`src/rtl/ipf_pkg.sv`:
```
// Package: shared types and helpers for the implication profiler.
// Assumes a two-site combination is coded as k = 2*A + B.
package ipf_pkg;

    typedef logic [3:0] combo_mask_t;

    // One-hot code of the observed (A,B) combination.
    function automatic combo_mask_t combo_onehot(input logic a, input logic b);
        combo_mask_t m;
        m = 4'b0001 << {a, b};
        return m;
    endfunction

endpackage

```
`src/rtl/ipf_sat_counter.sv`:
```
// Module: saturating sample counter.
// Counts increment pulses up to LIMIT and then holds. The full flag says
// that LIMIT samples have been seen. Assumes LIMIT >= 1.
module ipf_sat_counter #(
    parameter int LIMIT = 4
) (
    input  logic clk,
    input  logic rst_n,
    input  logic clr,
    input  logic inc,
    output logic full
);
    localparam int CNTW = $clog2(LIMIT + 1);
    localparam logic [CNTW-1:0] CNT_TOP = CNTW'(LIMIT);

    logic [CNTW-1:0] cnt_q;

    // Count valid samples, saturating at the limit.
    always_ff @(posedge clk) begin
        if (!rst_n || clr) begin
            cnt_q <= '0;
        end else if (inc && (cnt_q != CNT_TOP)) begin
            cnt_q <= cnt_q + 1'b1;
        end
    end

    assign full = (cnt_q == CNT_TOP);

    // Once full, the flag stays set until a clear (R6 gating stays open).
    assert_sat_hold_R6: assert property (@(posedge clk) disable iff (!rst_n)
        (full && !clr) |=> full);

endmodule

```
`src/rtl/ipf_pair_tracker.sv`:
```
// Module: occurrence tracker for one site pair.
// Keeps one 4-bit mask per pivot half. The unsplit mask is their union.
// Three saturating counters gate candidate reporting.
// Assumes the inputs are already selected from the sample vector.
module ipf_pair_tracker
    import ipf_pkg::*;
#(
    parameter int MIN_SAMPLES = 4
) (
    input  logic        clk,
    input  logic        rst_n,
    input  logic        clr,
    input  logic        valid,
    input  logic        site_a,
    input  logic        site_b,
    input  logic        site_p,
    output combo_mask_t mask_all,
    output combo_mask_t mask_p0,
    output combo_mask_t mask_p1,
    output logic        ready_all,
    output logic        ready_p0,
    output logic        ready_p1
);
    combo_mask_t hit;
    combo_mask_t m0_q;
    combo_mask_t m1_q;
    logic        inc_p0;
    logic        inc_p1;

    // Decode the observed combination into its one-hot code.
    always_comb hit = combo_onehot(site_a, site_b);

    assign inc_p0 = valid && !site_p;
    assign inc_p1 = valid &&  site_p;

    // Accumulate occurrences into the half selected by the pivot.
    always_ff @(posedge clk) begin
        if (!rst_n || clr) begin
            m0_q <= '0;
            m1_q <= '0;
        end else begin
            if (inc_p0) m0_q <= m0_q | hit;
            if (inc_p1) m1_q <= m1_q | hit;
        end
    end

    assign mask_p0  = m0_q;
    assign mask_p1  = m1_q;
    assign mask_all = m0_q | m1_q;

    ipf_sat_counter #(.LIMIT(MIN_SAMPLES)) u_cnt_all (
        .clk(clk), .rst_n(rst_n), .clr(clr), .inc(valid), .full(ready_all)
    );
    ipf_sat_counter #(.LIMIT(MIN_SAMPLES)) u_cnt_p0 (
        .clk(clk), .rst_n(rst_n), .clr(clr), .inc(inc_p0), .full(ready_p0)
    );
    ipf_sat_counter #(.LIMIT(MIN_SAMPLES)) u_cnt_p1 (
        .clk(clk), .rst_n(rst_n), .clr(clr), .inc(inc_p1), .full(ready_p1)
    );

    // A clear, even alongside a valid sample, empties every mask.
    assert_clear_empties_R5: assert property (@(posedge clk) disable iff (!rst_n)
        clr |=> (mask_p0 == 4'h0 && mask_p1 == 4'h0));

    // Set bits are never lost without a clear.
    assert_sticky_bits_R2: assert property (@(posedge clk) disable iff (!rst_n)
        !clr |=> ((mask_all & $past(mask_all)) == $past(mask_all)));

    // No strobe means no change.
    assert_idle_hold_R4: assert property (@(posedge clk) disable iff (!rst_n)
        (!clr && !valid) |=> ($stable(mask_p0) && $stable(mask_p1)));

    // A sample with the pivot low leaves the pivot-1 half alone, and the reverse.
    assert_route_p0_R3: assert property (@(posedge clk) disable iff (!rst_n)
        (!clr && valid && !site_p) |=> $stable(mask_p1));
    assert_route_p1_R3: assert property (@(posedge clk) disable iff (!rst_n)
        (!clr && valid && site_p) |=> $stable(mask_p0));

endmodule

```
`src/rtl/ipf_cand_decode.sv`:
```
// Module: candidate decoder for one pair.
// A zero mask bit becomes a candidate flag once enough samples exist.
// Residual flags need the combination to be present in the unsplit mask.
module ipf_cand_decode
    import ipf_pkg::*;
(
    input  combo_mask_t mask_all,
    input  combo_mask_t mask_p0,
    input  combo_mask_t mask_p1,
    input  logic        ready_all,
    input  logic        ready_p0,
    input  logic        ready_p1,
    output combo_mask_t cand_all,
    output combo_mask_t cand_p0,
    output combo_mask_t cand_p1
);
    // Map never-seen combinations to simple and residual candidates.
    always_comb begin
        cand_all = ready_all ? ~mask_all            : '0;
        cand_p0  = ready_p0  ? (~mask_p0 & mask_all) : '0;
        cand_p1  = ready_p1  ? (~mask_p1 & mask_all) : '0;
    end
endmodule

```
`src/rtl/impl_profiler.sv`:
```
// Module: implication candidate profiler (top).
// Builds N_PAIRS trackers. Each pair takes its A, B and pivot sites from
// 8-bit fields of the map parameters; field i sits at [8*i +: 8].
// Readout is a same-cycle mux on rd_idx. Unused index slots read zero.
// Assumes every map field is below N_SITES.
module impl_profiler
    import ipf_pkg::*;
#(
    parameter int N_SITES     = 8,
    parameter int N_PAIRS     = 4,
    parameter int MIN_SAMPLES = 4,
    parameter logic [N_PAIRS*8-1:0] SITE_A_MAP = 32'h06_04_02_00,
    parameter logic [N_PAIRS*8-1:0] SITE_B_MAP = 32'h07_05_03_01,
    parameter logic [N_PAIRS*8-1:0] PIVOT_MAP  = 32'h00_07_06_05,
    localparam int IDX_W = (N_PAIRS > 1) ? $clog2(N_PAIRS) : 1
) (
    input  logic               clk,
    input  logic               rst_n,
    input  logic               clr,
    input  logic               smp_valid,
    input  logic [N_SITES-1:0] smp_sites,
    input  logic [IDX_W-1:0]   rd_idx,
    output logic [3:0]         rd_mask_all,
    output logic [3:0]         rd_mask_p0,
    output logic [3:0]         rd_mask_p1,
    output logic [3:0]         rd_cand_all,
    output logic [3:0]         rd_cand_p0,
    output logic [3:0]         rd_cand_p1
);
    localparam int N_SLOTS = 1 << IDX_W;

    combo_mask_t ma  [N_SLOTS];
    combo_mask_t m0  [N_SLOTS];
    combo_mask_t m1  [N_SLOTS];
    combo_mask_t ca  [N_SLOTS];
    combo_mask_t c0  [N_SLOTS];
    combo_mask_t c1  [N_SLOTS];

    for (genvar g = 0; g < N_SLOTS; g++) begin : g_slot
        if (g < N_PAIRS) begin : g_pair
            localparam int IA = int'(SITE_A_MAP[8*g +: 8]);
            localparam int IB = int'(SITE_B_MAP[8*g +: 8]);
            localparam int IP = int'(PIVOT_MAP[8*g +: 8]);

            logic rdy_all, rdy_p0, rdy_p1;

            ipf_pair_tracker #(.MIN_SAMPLES(MIN_SAMPLES)) u_track (
                .clk(clk), .rst_n(rst_n), .clr(clr), .valid(smp_valid),
                .site_a(smp_sites[IA]), .site_b(smp_sites[IB]),
                .site_p(smp_sites[IP]),
                .mask_all(ma[g]), .mask_p0(m0[g]), .mask_p1(m1[g]),
                .ready_all(rdy_all), .ready_p0(rdy_p0), .ready_p1(rdy_p1)
            );

            ipf_cand_decode u_dec (
                .mask_all(ma[g]), .mask_p0(m0[g]), .mask_p1(m1[g]),
                .ready_all(rdy_all), .ready_p0(rdy_p0), .ready_p1(rdy_p1),
                .cand_all(ca[g]), .cand_p0(c0[g]), .cand_p1(c1[g])
            );

            // A fully covered pair offers no simple candidate.
            assert_full_no_simple_R8: assert property (@(posedge clk) disable iff (!rst_n)
                (ma[g] == 4'hF) |-> (ca[g] == 4'h0));

            // Residual flags name only combinations seen somewhere.
            assert_residual_seen_R7: assert property (@(posedge clk) disable iff (!rst_n)
                ((c0[g] & ~ma[g]) == 4'h0) && ((c1[g] & ~ma[g]) == 4'h0));
        end else begin : g_unused
            assign ma[g] = '0;
            assign m0[g] = '0;
            assign m1[g] = '0;
            assign ca[g] = '0;
            assign c0[g] = '0;
            assign c1[g] = '0;
        end
    end

    // Present the selected pair's state on the read port.
    always_comb begin
        rd_mask_all = ma[rd_idx];
        rd_mask_p0  = m0[rd_idx];
        rd_mask_p1  = m1[rd_idx];
        rd_cand_all = ca[rd_idx];
        rd_cand_p0  = c0[rd_idx];
        rd_cand_p1  = c1[rd_idx];
    end

endmodule

```
`config.mk`:
```
export PLATFORM = sky130hd
export DESIGN_NAME = impl_profiler
export DESIGN_NICKNAME = d
export VERILOG_FILES = /design/src/rtl/ipf_pkg.sv /design/src/rtl/ipf_sat_counter.sv /design/src/rtl/ipf_pair_tracker.sv /design/src/rtl/ipf_cand_decode.sv /design/src/rtl/impl_profiler.sv
export SDC_FILE = /design/constraint.sdc
export NUM_CORES = 1
export LEC_CHECK = 0
export ABC_CLOCK_PERIOD_IN_PS = 2100
export BUFFER_PORTS_ARGS = -buffer_cell sky130_fd_sc_hd__buf_4
export CAP_MARGIN = 0
export CORE_UTILIZATION = 45
export CTS_CLUSTER_SIZE = 16
export DETAILED_ROUTE_END_ITERATION = 10
export GPL_ROUTABILITY_DRIVEN = 0
export PLACE_DENSITY_LB_ADDON = 0.3
export SKIP_LAST_GASP = 1
export SYNTH_ARGS = -nofsm -noshare
export SYNTH_HDL_FRONTEND = slang
export SYNTH_SLANG_ARGS = --single-unit
```
`constraint.sdc`:
```
create_clock -name clk -period 2.1 [get_ports clk]
set_clock_uncertainty 0.15 [all_clocks]
set_input_delay 0.21 -clock clk [delete_from_list [all_inputs] [get_ports clk]]
set_output_delay 0.21 -clock clk [all_outputs]
set_load 0.02 [all_outputs]
```
Word-level counts from Yosys, hierarchy flattened
Index checks and enable logic that the tools add are counted.

Shift operators: 4. Multiplexer cells: 30. Add/sub/neg operators: 12. Bitwise operators: 33. Reduce and logical (&&, ||, !) cells: 26. Order comparisons: 1. Equality and inequality tests: 24.

Operators by type and width (count): $mux 4 (24); $bmux 4 s2 (6); $not 4->4 (12); $or 4x4->4 (12); $add 3x1->3 const B (12); $eq 3x3->1 const B (12); $ne 3x3->1 const B (12); $and 4x4->4 (8); $logic_and 1x1->1 (20); $shl 1x2->4 const A (4); $logic_not 1->1 (5); $ge 3x3->1 const B (1); $not 2->3 (1); $logic_or 1x1->1 (1).

Register bits: 68. Word-level logic and storage cells: 150. Output and inout bits: 24. Bits of input ports: 14.

Depth between registers and ports, before layout
Gate-level depths: netlist (run 1).

Depth in word-level cells: 6. Depth in mapped cells: 5.

Hierarchy
A second synthesis (run 1) with hierarchy kept.

Cell total of the unflattened synthesis: 454. Area, all modules: 4719.5 µm².

By module, submodules not included: ipf_sat_counter (cells an instance 18, sequential area each 60.1 µm², instances 12, area an instance 187.7 µm²); ipf_pair_tracker (cells an instance 40, sequential area each 160.2 µm², instances 4, area an instance 366.6 µm²); impl_profiler (cells an instance 30, sequential area each 0.0 µm², instances 1, area an instance 620.6 µm²); ipf_cand_decode (cells an instance 12, sequential area each 0.0 µm², instances 4, area an instance 95.1 µm²).

Worst setup path before layout (run 1)
No wires, ideal clock.

Path kind: register -> output. Start point: reg g_slot[2].g_pair.u_track.u_cnt_all.cnt_q[0]. End point: out rd_cand_all[3]. Required time: 1.740 ns. Path buffers: 0. Stages on the path, launching flop included: 6. Path slack: 0.519 ns. Data arrival time: 1.221 ns. Path through: dfxtp_1 inv_1 ha_1 and3b_1 nand2_1 a31oi_1.

Cells in the longest elaborated chain, start to end: 5.

Ends and longest elaborated chain: start: declaration (RTL line ipf_sat_counter.sv:16) `logic [CNTW-1:0] cnt_q;`; start signal: assignment (RTL line ipf_sat_counter.sv:23) `cnt_q <= cnt_q + 1'b1;`; $eq 3x3->1 (RTL line ipf_sat_counter.sv:27) `assign full = (cnt_q == CNT_TOP);`; $mux 4 (RTL line ipf_cand_decode.sv:19) `cand_all = ready_all ? ~mask_all : '0;`; $bmux 4 s2 (RTL line impl_profiler.sv:83) `rd_cand_all = ca[rd_idx];`; $mux 4 (implied by the code) (2 in series) (RTL line impl_profiler.sv:83); end: declaration (RTL line impl_profiler.sv:26) `output logic [3:0] rd_cand_all,`.

No other way between the ends. The select of a mux whose other input is x is not followed.

Final worst setup path (run 1)
Start point: reg g_slot[1].g_pair.u_track.u_cnt_all.cnt_q[0]. End point: out rd_cand_all[3].

Cells in the longest elaborated chain, start to end: 5.

Ends and longest elaborated chain (RTL line): start: declaration (ipf_sat_counter.sv:16); start signal: assignment (ipf_sat_counter.sv:23); $eq 3x3->1 (ipf_sat_counter.sv:27); $mux 4 (ipf_cand_decode.sv:19); $bmux 4 s2 (impl_profiler.sv:83); $mux 4 (implied by the code) (2 in series) (impl_profiler.sv:83).

No other way between the ends. The select of a mux whose other input is x is not followed.

==> results.py, run 1 <==
metrics = {
    "flow_run": {
        "maxCapViolCount": 0,
    },
    "min_path": {
        "min_path_type": "in2reg",
        "hold_path_depth": 3,
    },
    "drt": {
        "routedWlPerCell_um": 16.3,
        "totalWireLength_um": 10100,
        "vias": 3651,
        "drt_iter0_drc": 189,
        "drtAntennaViolNets": 0,
        "via_per_inst": 5.88,
        "first_pass_iters": 5,
        "drc": 0,
    },
    "place": {
        "dp_slack_ns": 0.185,
        "dp_hpwl_um": 6920,
        "dp.cells": 593,
        "io_buffers": 37,
        "placed_area_um2": 4290,
    },
    "pwr": {
        "ir_drop_mv": 0.325,
        "p_leak_nw": 1.78,
        "power_density_nw_per_um2": 550,
        "p_total_mw": 2.66,
    },
    "floorplan": {
        "die_area_um2": 9200,
        "initial_core_util_pct": 47.4,
        "rows": 33,
        "die_y_um": 95.9,
        "boundaryPins": 38,
        "die_w_um": 95.9,
        "core_um2": 8380,
    },
    "yosys": {
        "syn_inst": 471,
        "yosysSeqAreaShare_pct": 34.3,
        "synthFlopType": "dfxtp_1",
        "synthDistinctLibCells": 42,
        "synth_nets": 509,
        "syn_area_um2": 3970,
        "yosysTopAreaCell": "dfxtp_1",
        "yosysTopAreaCellShare_pct": 34.3,
        "async_flop_share_pct": 0,
        "yosysWarnings": 0,
        "synth_area_per_cell_um2": 8.43,
        "synth.most_common_cell": "dfxtp_1",
        "synth_edf_count": 0,
        "synth_seq_cells": 68,
        "synth_area_leaders": "dfxtp_1, ha_1, a21oi_1",
        "synth_common_cells": "dfxtp_1, nor2_1, a21oi_1, inv_1, ha_1",
    },
    "clock_tree": {
        "cts_buffers": 9,
        "cts_tree": "built",
        "insertion_delay_ns": 0.35,
        "cts_buffer_depth": 2,
        "clk_pin_slew_worst_paths_ns": 0.07,
        "root_buffer": "clkbuf_8",
        "htreeDepth": 3,
        "cts_num_sinks": 68,
    },
    "outcome": {
        "failed_checks": "setup timing",
        "status": "finished, violations left",
    },
    "timing": {
        "tns_ns": -0.00739,
        "relSlewSlack_pct": 66.1,
        "finalCritPeriodShare_pct": 100,
        "tightest_slew_ns": 0.509,
        "rsz0062_at_grt": "yes",
        "hold_violations": 0,
        "slew_violations": 0,
        "setup_viol": 1,
        "fin_ws_ns": -0.00739,
        "whs_ns": 0.0113,
        "timing.final.crit_period_ns": 2.11,
        "maxClockFrequency_mhz": 475,
    },
    "critical_path": {
        "required_ns": 1.74,
        "path_max_fanout": 4,
        "worstSetupPathType": "reg2out",
        "cp-start-kind": "register",
        "arrival_ns": 1.75,
        "ff2ff_path_depth": 5,
        "crit_path_end_kind": "output pin",
    },
    "cells_and_area": {
        "drive_above_1_share_pct": 26.9,
        "fin_area_um2": 4840,
        "postLayoutCoreUtil_pct": 57.8,
        "layout.cells.non_filler": 621,
        "nets": 550,
        "fillers": 755,
        "area_delta_synth_final_pct": 21.9,
        "insertedDiodeCount": 0,
    },
    "global_routing": {
        "grt-ovfl-total": 0,
        "grt_pass1_vias": 3381,
        "grt_usage_pct": 23.4,
        "grt_max_degree": 68,
        "grt_pass1_wl_um": 16200,
        "grt_antenna_before_repair": 0,
    },
}
[worst max-delay path, stage by stage, from the launching register on]
cell and delay, ns:
dfxtp_2 0.35, inv_1 0.05, ha_2 0.20, and3_4 0.21
a221oi_2 0.28, a31oi_1 0.10, buf_4 0.20
[cell families after synthesis]
| group | share of synthesized area, % |
|---|---|
| and+or+nand+nor | 26.1 |
| AOI/OAI and AO/OA | 19.6 |
| DFF | 34.3 |
| buffers and inverters | 6.05 |
| adders and majority gates | 7.56 |
| muxes | 5.55 |
| xor gates and xnor gates | 0.882 |
[metal layers]
metal,vias to the layer above,global-route usage [%],part of all wire (%)
li1,1763,-,-
met1,1750,28.6,45
met2,107,38.4,48
met3,31,5.45,5.0
met4,0,11.8,2.7
met5,-,0,0
[final timing paths]
kind	start	to	slack (ns)
max	g_slot[1].g_pair.u_track.u_cnt_all.cnt_q[0]$_SDFFE_PP0P_	rd_cand_all[3]	-0.007
min	smp_sites[2]	g_slot[1].g_pair.u_track.mask_p0[3]$_SDFFE_PP0P_	0.01
max reg2reg	g_slot[3].g_pair.u_track.u_cnt_p1.cnt_q[0]$_SDFFE_PP0P_	g_slot[3].g_pair.u_track.u_cnt_p1.cnt_q[1]$_SDFFE_PP0P_	0.53
min reg2reg	g_slot[2].g_pair.u_track.u_cnt_p0.cnt_q[0]$_SDFFE_PP0P_	g_slot[2].g_pair.u_track.u_cnt_p0.cnt_q[0]$_SDFFE_PP0P_	0.34
[flip-flops by register name, indices dropped and copies added (netlist names)]
| name | count |
|---|---|
| g_slot.g_pair.u_track.mask_p0 | 16 |
| g_slot.g_pair.u_track.mask_p1 | 16 |
| g_slot.g_pair.u_track.u_cnt_all.cnt_q | 12 |
| g_slot.g_pair.u_track.u_cnt_p0.cnt_q | 12 |
| g_slot.g_pair.u_track.u_cnt_p1.cnt_q | 12 |
[area by class of cell]
cell class                      instances  area [µm²]  area share [%]
Timing Repair Buffer                   54         442            9.12
Clock buffer                           13         159            3.28
Inverter                               29         109            2.25
Multi-Input combinational cell        350        2610            53.9
Clock inverter                          2        10.0           0.207
Sequential cell                        68        1380            28.5
Tap cell                              105         131            2.71
[power by group]
group | switching, mW | internal [mW] | total [mW]
Combinational | 0.210 | 0.160 | 0.371
Clock | 0.473 | 0.483 | 0.956
Sequential | 0.0235 | 1.31 | 1.33
Total | 0.707 | 1.95 | 2.66
[what timing repair did]
item,4_1_cts,5_1_grt
hold buffers,5,0
pin swaps,2,16
hold endpoints to repair,6,0
setup endpoints to repair,12,12
buffers inserted,1,7
gates resized for setup,28,48
[placed cells by master, fill, tap and decap left out, types with 6 or more instances in the layout]
cell,count
clkbuf_8,11
nor3_1,16
or3_1,6
dfxtp_1,54
nor2b_1,18
ha_4,6
a21oi_1,52
mux4_2,8
a221oi_2,6
inv_1,20
nand3b_1,10
buf_4,45
and4b_1,8
nand2b_1,11
inv_2,9
dfxtp_2,14
and2_1,10
nor2_1,59
nor3b_2,7
o21ai_0,18
nand3_1,11
ha_1,15
nand2_1,9
a31oi_1,12
Power figures use the tool's default switching activity.
==> run 2, diff against run 1 <==
==> constraint.sdc (replaced) <==
create_clock -name clk -period 2.1 [get_ports clk]
set_clock_uncertainty 0.15 [all_clocks]
set_input_delay 0.42 -clock clk [delete_from_list [all_inputs] [get_ports clk]]
set_output_delay 0.42 -clock clk [all_outputs]
set_load 0.02 [all_outputs]
==> run 2 against run 1 <==
  * The flow still finishes with violations (setup timing)
  * Die area unchanged
  * Utilization up 1.6 points
  * First-iteration DRC count is 15% higher
  * Sequential cell count unchanged
  * Count of clock-buffer cells in the layout shrank 1
  * Routed wire length increased by 5.4%
  * Via count up 2.0%
  * Critical endpoint is now rd_cand_p0[0]
==> results.py, run 2 (synthesis results as in run 1) <==
metrics = {
    "outcome": {
        "status": "finished, violations left",
        "failed_checks": "setup timing",
    },
    "critical_path": {
        "arrival_ns": 1.68,
        "cp.buffers_inverters": 2,
        "path_max_fanout": 4,
        "r2r_start": "g_slot[3].g_pair.u_track.u_cnt_p0.cnt_q[0]$_SDFFE_PP0P_",
        "slowest_stage": "dfxtp_2",
        "worstSetupPathType": "reg2out",
        "slowest_delay_ns": 0.33,
        "cp-start-kind": "register",
        "worstPathCellList": "inv_2 -> ha_4 -> nand3b_1 -> o221ai_1 -> o31a_1 -> buf_6",
        "required_ns": 1.53,
        "r2r_slack_ns": 0.53,
        "timing.rr.end": "g_slot[3].g_pair.u_track.u_cnt_p0.cnt_q[1]$_SDFFE_PP0P_",
        "startpoint": "g_slot[2].g_pair.u_track.u_cnt_p0.cnt_q[1]$_SDFFE_PP0P_",
        "crit_family": "compound AO/OA/AOI/OAI gates",
        "ff2ff_path_depth": 5,
        "crit_path_end_kind": "output pin",
    },
    "drt": {
        "met3_length_um": 545,
        "routedWlPerCell_um": 17.0,
        "first_pass_iters": 4,
        "dr_wl_met2_um": 5150,
        "vias": 3725,
        "highest_layer": "met4",
        "drt-met1-wl_um": 4670,
        "drtAntennaViolNets": 0,
        "drc": 0,
        "drt_iter0_drc": 218,
        "via_per_inst": 5.91,
        "totalWireLength_um": 10700,
    },
    "timing": {
        "finalCritPeriodShare_pct": 107,
        "fin_ws_ns": -0.151,
        "relSlewSlack_pct": 78.6,
        "whs_ns": 0.170,
        "setup_viol": 12,
        "hold_violations": 0,
        "slew_violations": 0,
        "maxClockFrequency_mhz": 444,
        "tightest_slew_ns": 0.320,
        "timing.final.crit_period_ns": 2.25,
        "rsz0062_at_grt": "yes",
    },
    "floorplan": {
        "die_y_um": 95.9,
        "boundaryPins": 38,
        "die_area_um2": 9200,
        "die_w_um": 95.9,
        "rows": 33,
        "core_um2": 8380,
        "initial_core_util_pct": 47.4,
    },
    "pwr": {
        "ir_drop_mv": 0.371,
        "intPower_mw": 2.24,
        "p_leak_nw": 1.87,
        "p_total_mw": 2.98,
        "switchingPower_mw": 0.745,
        "clkPwrFrac_pct": 42.5,
        "swShare_pct": 24.9,
        "combPwrFrac_pct": 12.8,
        "power_density_nw_per_um2": 600,
        "seqPwrFrac_pct": 44.7,
    },
    "clock_tree": {
        "cts_buffer_depth": 2,
        "insertion_delay_ns": 0.35,
        "cts_buffers": 9,
        "htreeDepth": 3,
        "ctsHoldBuffers": 0,
        "cts_num_sinks": 68,
        "clk_pin_slew_worst_paths_ns": 0.07,
        "root_buffer": "clkbuf_8",
        "cts_tree": "built",
    },
    "cells_and_area": {
        "drive_above_1_share_pct": 31.2,
        "area_delta_synth_final_pct": 25.2,
        "fillers": 753,
        "final_common_cell": "nor2_1",
        "nets": 558,
        "multi_input_area_um2": 2620,
        "insertedDiodeCount": 0,
        "seq_area_um2": 1390,
        "mostFrequentLayoutCells": "nor2_1, buf_4, a21oi_1",
    },
    "min_path": {
        "hold_end": "g_slot[3].g_pair.u_track.mask_p1[0]$_SDFFE_PP0P_",
        "hold_path_depth": 3,
        "min_from": "clr",
        "min_path_type": "in2reg",
    },
    "global_routing": {
        "grt_max_degree": 68,
        "grt_pass1_wl_um": 17700,
        "grt_usage_pct": 25.4,
        "grt_antenna_before_repair": 0,
        "grt_pass1_vias": 3664,
        "grt-ovfl-total": 0,
    },
    "place": {
        "dp_hpwl_um": 7200,
        "io_buffers": 37,
        "dp_slack_ns": -0.0319,
    },
    "flow_run": {
        "maxCapViolCount": 0,
    },
}
[run 2: cell types whose count changed in the layout (fill, tap and decap cells not counted), sizes merged]
cell / before / now
bufinv: 0 / 2
dlygate4sd3: 5 / 0
clkbuf: 13 / 12
buf: 49 / 62
[run 2: worst max-delay path by stage]
stage / endpoint / cells past startpoint
2_1_floorplan: rd_cand_all[3] / 4
3_3_place_gp: rd_cand_all[2] / 6
3_5_place_dp: rd_cand_p1[0] / 5
4_1_cts: rd_cand_p1[3] / 6
5_1_grt: rd_cand_p0[0] / 6
6_report: rd_cand_p0[0] / 6
[run 2: routing by layer]
layer,vias up,global-route usage (%)
li1,1786,-
met1,1793,32.2
met2,121,42.0
met3,25,3.63
met4,0,13.3
met5,-,0
[run 2: final cells by class]
| cell class | count | share of cell area [%] |
|---|---|---|
| multi-input combinational | 350 | 52.7 |
| sequential | 68 | 27.8 |
| timing repair buffer | 62 | 9.91 |
| clock buffer | 12 | 3.32 |
| tap | 105 | 2.64 |
| inverter | 29 | 2.19 |
| clock inverter | 4 | 1.41 |
[run 2: repair_timing]
item | CTS | global route
setup endpoints to repair | 12 | 15
gates cloned | 0 | 0
pin swaps | 24 | 4
resized for setup | 80 | 6
setup buffers | 14 | 2
[run 2: power groups by stage]
stage / logic, mW / clock network, mW / registers, mW
CTS: 0.375 / 1.28 / 1.33
global placement: 0.333 / 0 / 1.36
global route: 0.417 / 1.33 / 1.34
finish: 0.382 / 1.27 / 1.33
detailed placement: 0.340 / 0 / 1.36
floorplan: 0.230 / 0 / 1.35
[run 2: worst reg2reg max path, cell delays in order, from the launching register on]
cell and delay (ns):
dfxtp_1 0.37, inv_1 0.06, ha_2 0.21, and2_1 0.19, or3b_1 0.40, a21oi_1 0.13
[run 2: through the flow]
stage / setup TNS (ns) / std cells / util, % / area, µm²
floorplan: 0 / 471 / - / 3970
global placement: 0 / 598 / 51.7 / 4330
detailed placement: -0.0657 / 598 / 51.7 / 4330
CTS: -1.42 / 628 / 58.9 / 4930
global route: -2.16 / 630 / 59.3 / 4970
finish: -1.36 / 630 / 59.3 / 4970
==> run 3, diff against run 2 <==
- CORE_UTILIZATION: 45 -> 31
==> run 3 against run 2 <==
  * The flow still finishes with violations (setup timing)
  * Setup slack lost 0.00066 ns
  * Hold slack better by 0.016 ns
  * Sequential power hardly changed
  * Register-to-register slack barely moved
  * Cell count rose by 9.8%
  * Total power grew 3.4%
  * Sequential share of layout area shrank 0.72 points
  * Utilization shrank 18 points
  * Maximum frequency about the same
  * Clock power grew 6%
  * Critical path depth is the same
  * Routed wire length grew 9.8%
  * Critical endpoint is now rd_cand_p0[2]
  * Largest power group is now the clock network
==> results.py, run 3 (synthesis results as in run 1) <==
metrics = {
    "floorplan": {
        "die_area_um2": 13300,
        "rows": 40,
        "boundaryPins": 38,
        "core_um2": 12300,
        "die_y_um": 115,
        "initial_core_util_pct": 32.4,
        "die_w_um": 115,
    },
    "outcome": {
        "status": "finished, violations left",
        "failed_checks": "setup timing",
    },
    "critical_path": {
        "r2r_slack_ns": 0.53,
        "timing.rr.end": "g_slot[3].g_pair.u_track.u_cnt_p1.cnt_q[1]$_SDFFE_PP0P_",
        "r2r_start": "g_slot[3].g_pair.u_track.u_cnt_p1.cnt_q[0]$_SDFFE_PP0P_",
        "path_max_fanout": 4,
        "worstSetupPathType": "reg2out",
        "crit_path_end_kind": "output pin",
        "crit_end": "rd_cand_p0[2]",
        "cp-start-kind": "register",
        "required_ns": 1.53,
        "startpoint": "g_slot[2].g_pair.u_track.u_cnt_p0.cnt_q[0]$_SDFFE_PP0P_",
        "arrival_ns": 1.68,
        "ff2ff_path_depth": 6,
    },
    "place": {
        "dp_hpwl_um": 8000,
        "io_buffers": 37,
        "dp.cells": 662,
    },
    "drt": {
        "totalWireLength_um": 11700,
        "drc": 0,
        "drtAntennaViolNets": 0,
        "routedWlPerCell_um": 17.0,
        "drt_iter0_drc": 237,
        "first_pass_iters": 4,
        "via_per_inst": 5.42,
        "vias": 3752,
    },
    "cells_and_area": {
        "mostFrequentLayoutCells": "nor2_1, buf_4, a21oi_1",
        "area_delta_synth_final_pct": 28.8,
        "nets": 559,
        "insertedDiodeCount": 0,
        "drive_above_1_share_pct": 32.1,
        "final_common_cell": "nor2_1",
        "layout.cells.non_filler": 692,
    },
    "clock_tree": {
        "cts_buffer_depth": 2,
        "cts_tree": "built",
        "insertion_delay_ns": 0.33,
        "root_buffer": "clkbuf_16",
        "cts_num_sinks": 68,
        "ctsHoldBuffers": 0,
        "htreeDepth": 3,
        "clk_pin_slew_worst_paths_ns": 0.06,
        "cts_buffers": 9,
    },
    "timing": {
        "tns_ns": -1.36,
        "tightest_slew_ns": 0.389,
        "slew_violations": 0,
        "fin_ws_ns": -0.152,
        "rsz0062_at_grt": "yes",
        "maxClockFrequency_mhz": 444,
        "hold_violations": 0,
        "relSlewSlack_pct": 74.1,
        "timing.final.crit_period_ns": 2.25,
        "setup_viol": 12,
        "finalCritPeriodShare_pct": 107,
    },
    "pwr": {
        "power_density_nw_per_um2": 603,
        "intPower_mw": 2.30,
        "ir_drop_mv": 0.257,
        "p_leak_nw": 1.88,
        "combPwrFrac_pct": 12.8,
        "swShare_pct": 25.6,
        "switchingPower_mw": 0.790,
        "seqPwrFrac_pct": 43.3,
        "clkPwrFrac_pct": 43.9,
    },
    "global_routing": {
        "grt-ovfl-total": 0,
        "grt_pass1_wl_um": 18600,
        "grt_max_degree": 68,
        "grt_usage_pct": 18.5,
        "grt_pass1_vias": 3737,
        "grt_antenna_before_repair": 0,
    },
    "flow_run": {
        "maxCapViolCount": 0,
    },
    "min_path": {
        "min_path_type": "in2reg",
    },
}
run 3: power by group through the flow:
stage	clock network, mW	logic (mW)	registers [mW]
floorplan	0	0.230	1.35
global placement	0	0.343	1.36
detailed placement	0	0.349	1.36
CTS	1.38	0.385	1.34
global route	1.43	0.427	1.34
finish	1.35	0.394	1.34
run 3: cell type report:
| cell class | instances | area [µm²] |
|---|---|---|
| Clock buffer | 11 | 243 |
| Clock inverter | 3 | 15.0 |
| Fill cell | 1229 | 7150 |
| Inverter | 29 | 109 |
| Multi-Input combinational cell | 350 | 2640 |
| Sequential cell | 68 | 1390 |
| Tap cell | 168 | 210 |
| Timing Repair Buffer | 63 | 512 |
run 3: how the worst min path moves through the flow:
stage | start | endpoint | slack, ns | cells after the start
finish | clr | g_slot[3].g_pair.u_track.mask_p1[0]$_SDFFE_PP0P_ | 0.19 | 3
global route | clr | g_slot[3].g_pair.u_track.mask_p1[0]$_SDFFE_PP0P_ | 0.20 | 3
CTS | clr | g_slot[3].g_pair.u_track.mask_p1[0]$_SDFFE_PP0P_ | 0.19 | 3
detailed placement | g_slot[3].g_pair.u_track.u_cnt_p1.cnt_q[2]$_SDFFE_PP0P_ | g_slot[3].g_pair.u_track.u_cnt_p1.cnt_q[2]$_SDFFE_PP0P_ | 0.33 | 1
global placement | g_slot[3].g_pair.u_track.u_cnt_p1.cnt_q[2]$_SDFFE_PP0P_ | g_slot[3].g_pair.u_track.u_cnt_p1.cnt_q[2]$_SDFFE_PP0P_ | 0.33 | 1
floorplan | g_slot[3].g_pair.u_track.u_cnt_p1.cnt_q[2]$_SDFFE_PP0P_ | g_slot[3].g_pair.u_track.u_cnt_p1.cnt_q[2]$_SDFFE_PP0P_ | 0.29 | 1
run 3: repair_timing:
action	CTS	global route
gates resized for setup	81	14
pin swaps	22	10
endpoints found under the setup margin	13	14
buffers inserted	12	4
gates cloned	0	0
endpoints found under the hold margin	0	0
run 3: per-layer routing:
metal / GRT usage, % / wire (µm) / up-vias / share of wire, %
li1: - / - / 1783 / -
met1: 22.1 / 4960 / 1843 / 42
met2: 31.4 / 5740 / 104 / 49
met3: 2.90 / 662 / 22 / 5.6
met4: 11.0 / 374 / 0 / 3.2
met5: 0 / 0 / - / 0
run 3: worst max-delay path: stages, from the launching register on:
cell      delay, ns
dfxtp_2        0.32
inv_2          0.06
ha_4           0.13
nand3b_1       0.21
o221ai_1       0.27
o31a_1         0.22
buf_6          0.13
run 3: metrics by stage:
stage	hold WS, ns	util, %	setup slack (ns)	area (µm²)	total power [mW]
after floorplan	0.294	-	0.213	3970	1.58
after global placement	0.327	36.0	-0.0134	4420	1.70
after detailed placement	0.331	36.0	-0.0492	4420	1.71
after CTS	0.187	41.1	-0.158	5040	3.10
after global routing	0.204	41.7	-0.219	5110	3.20
final	0.187	41.7	-0.152	5110	3.09
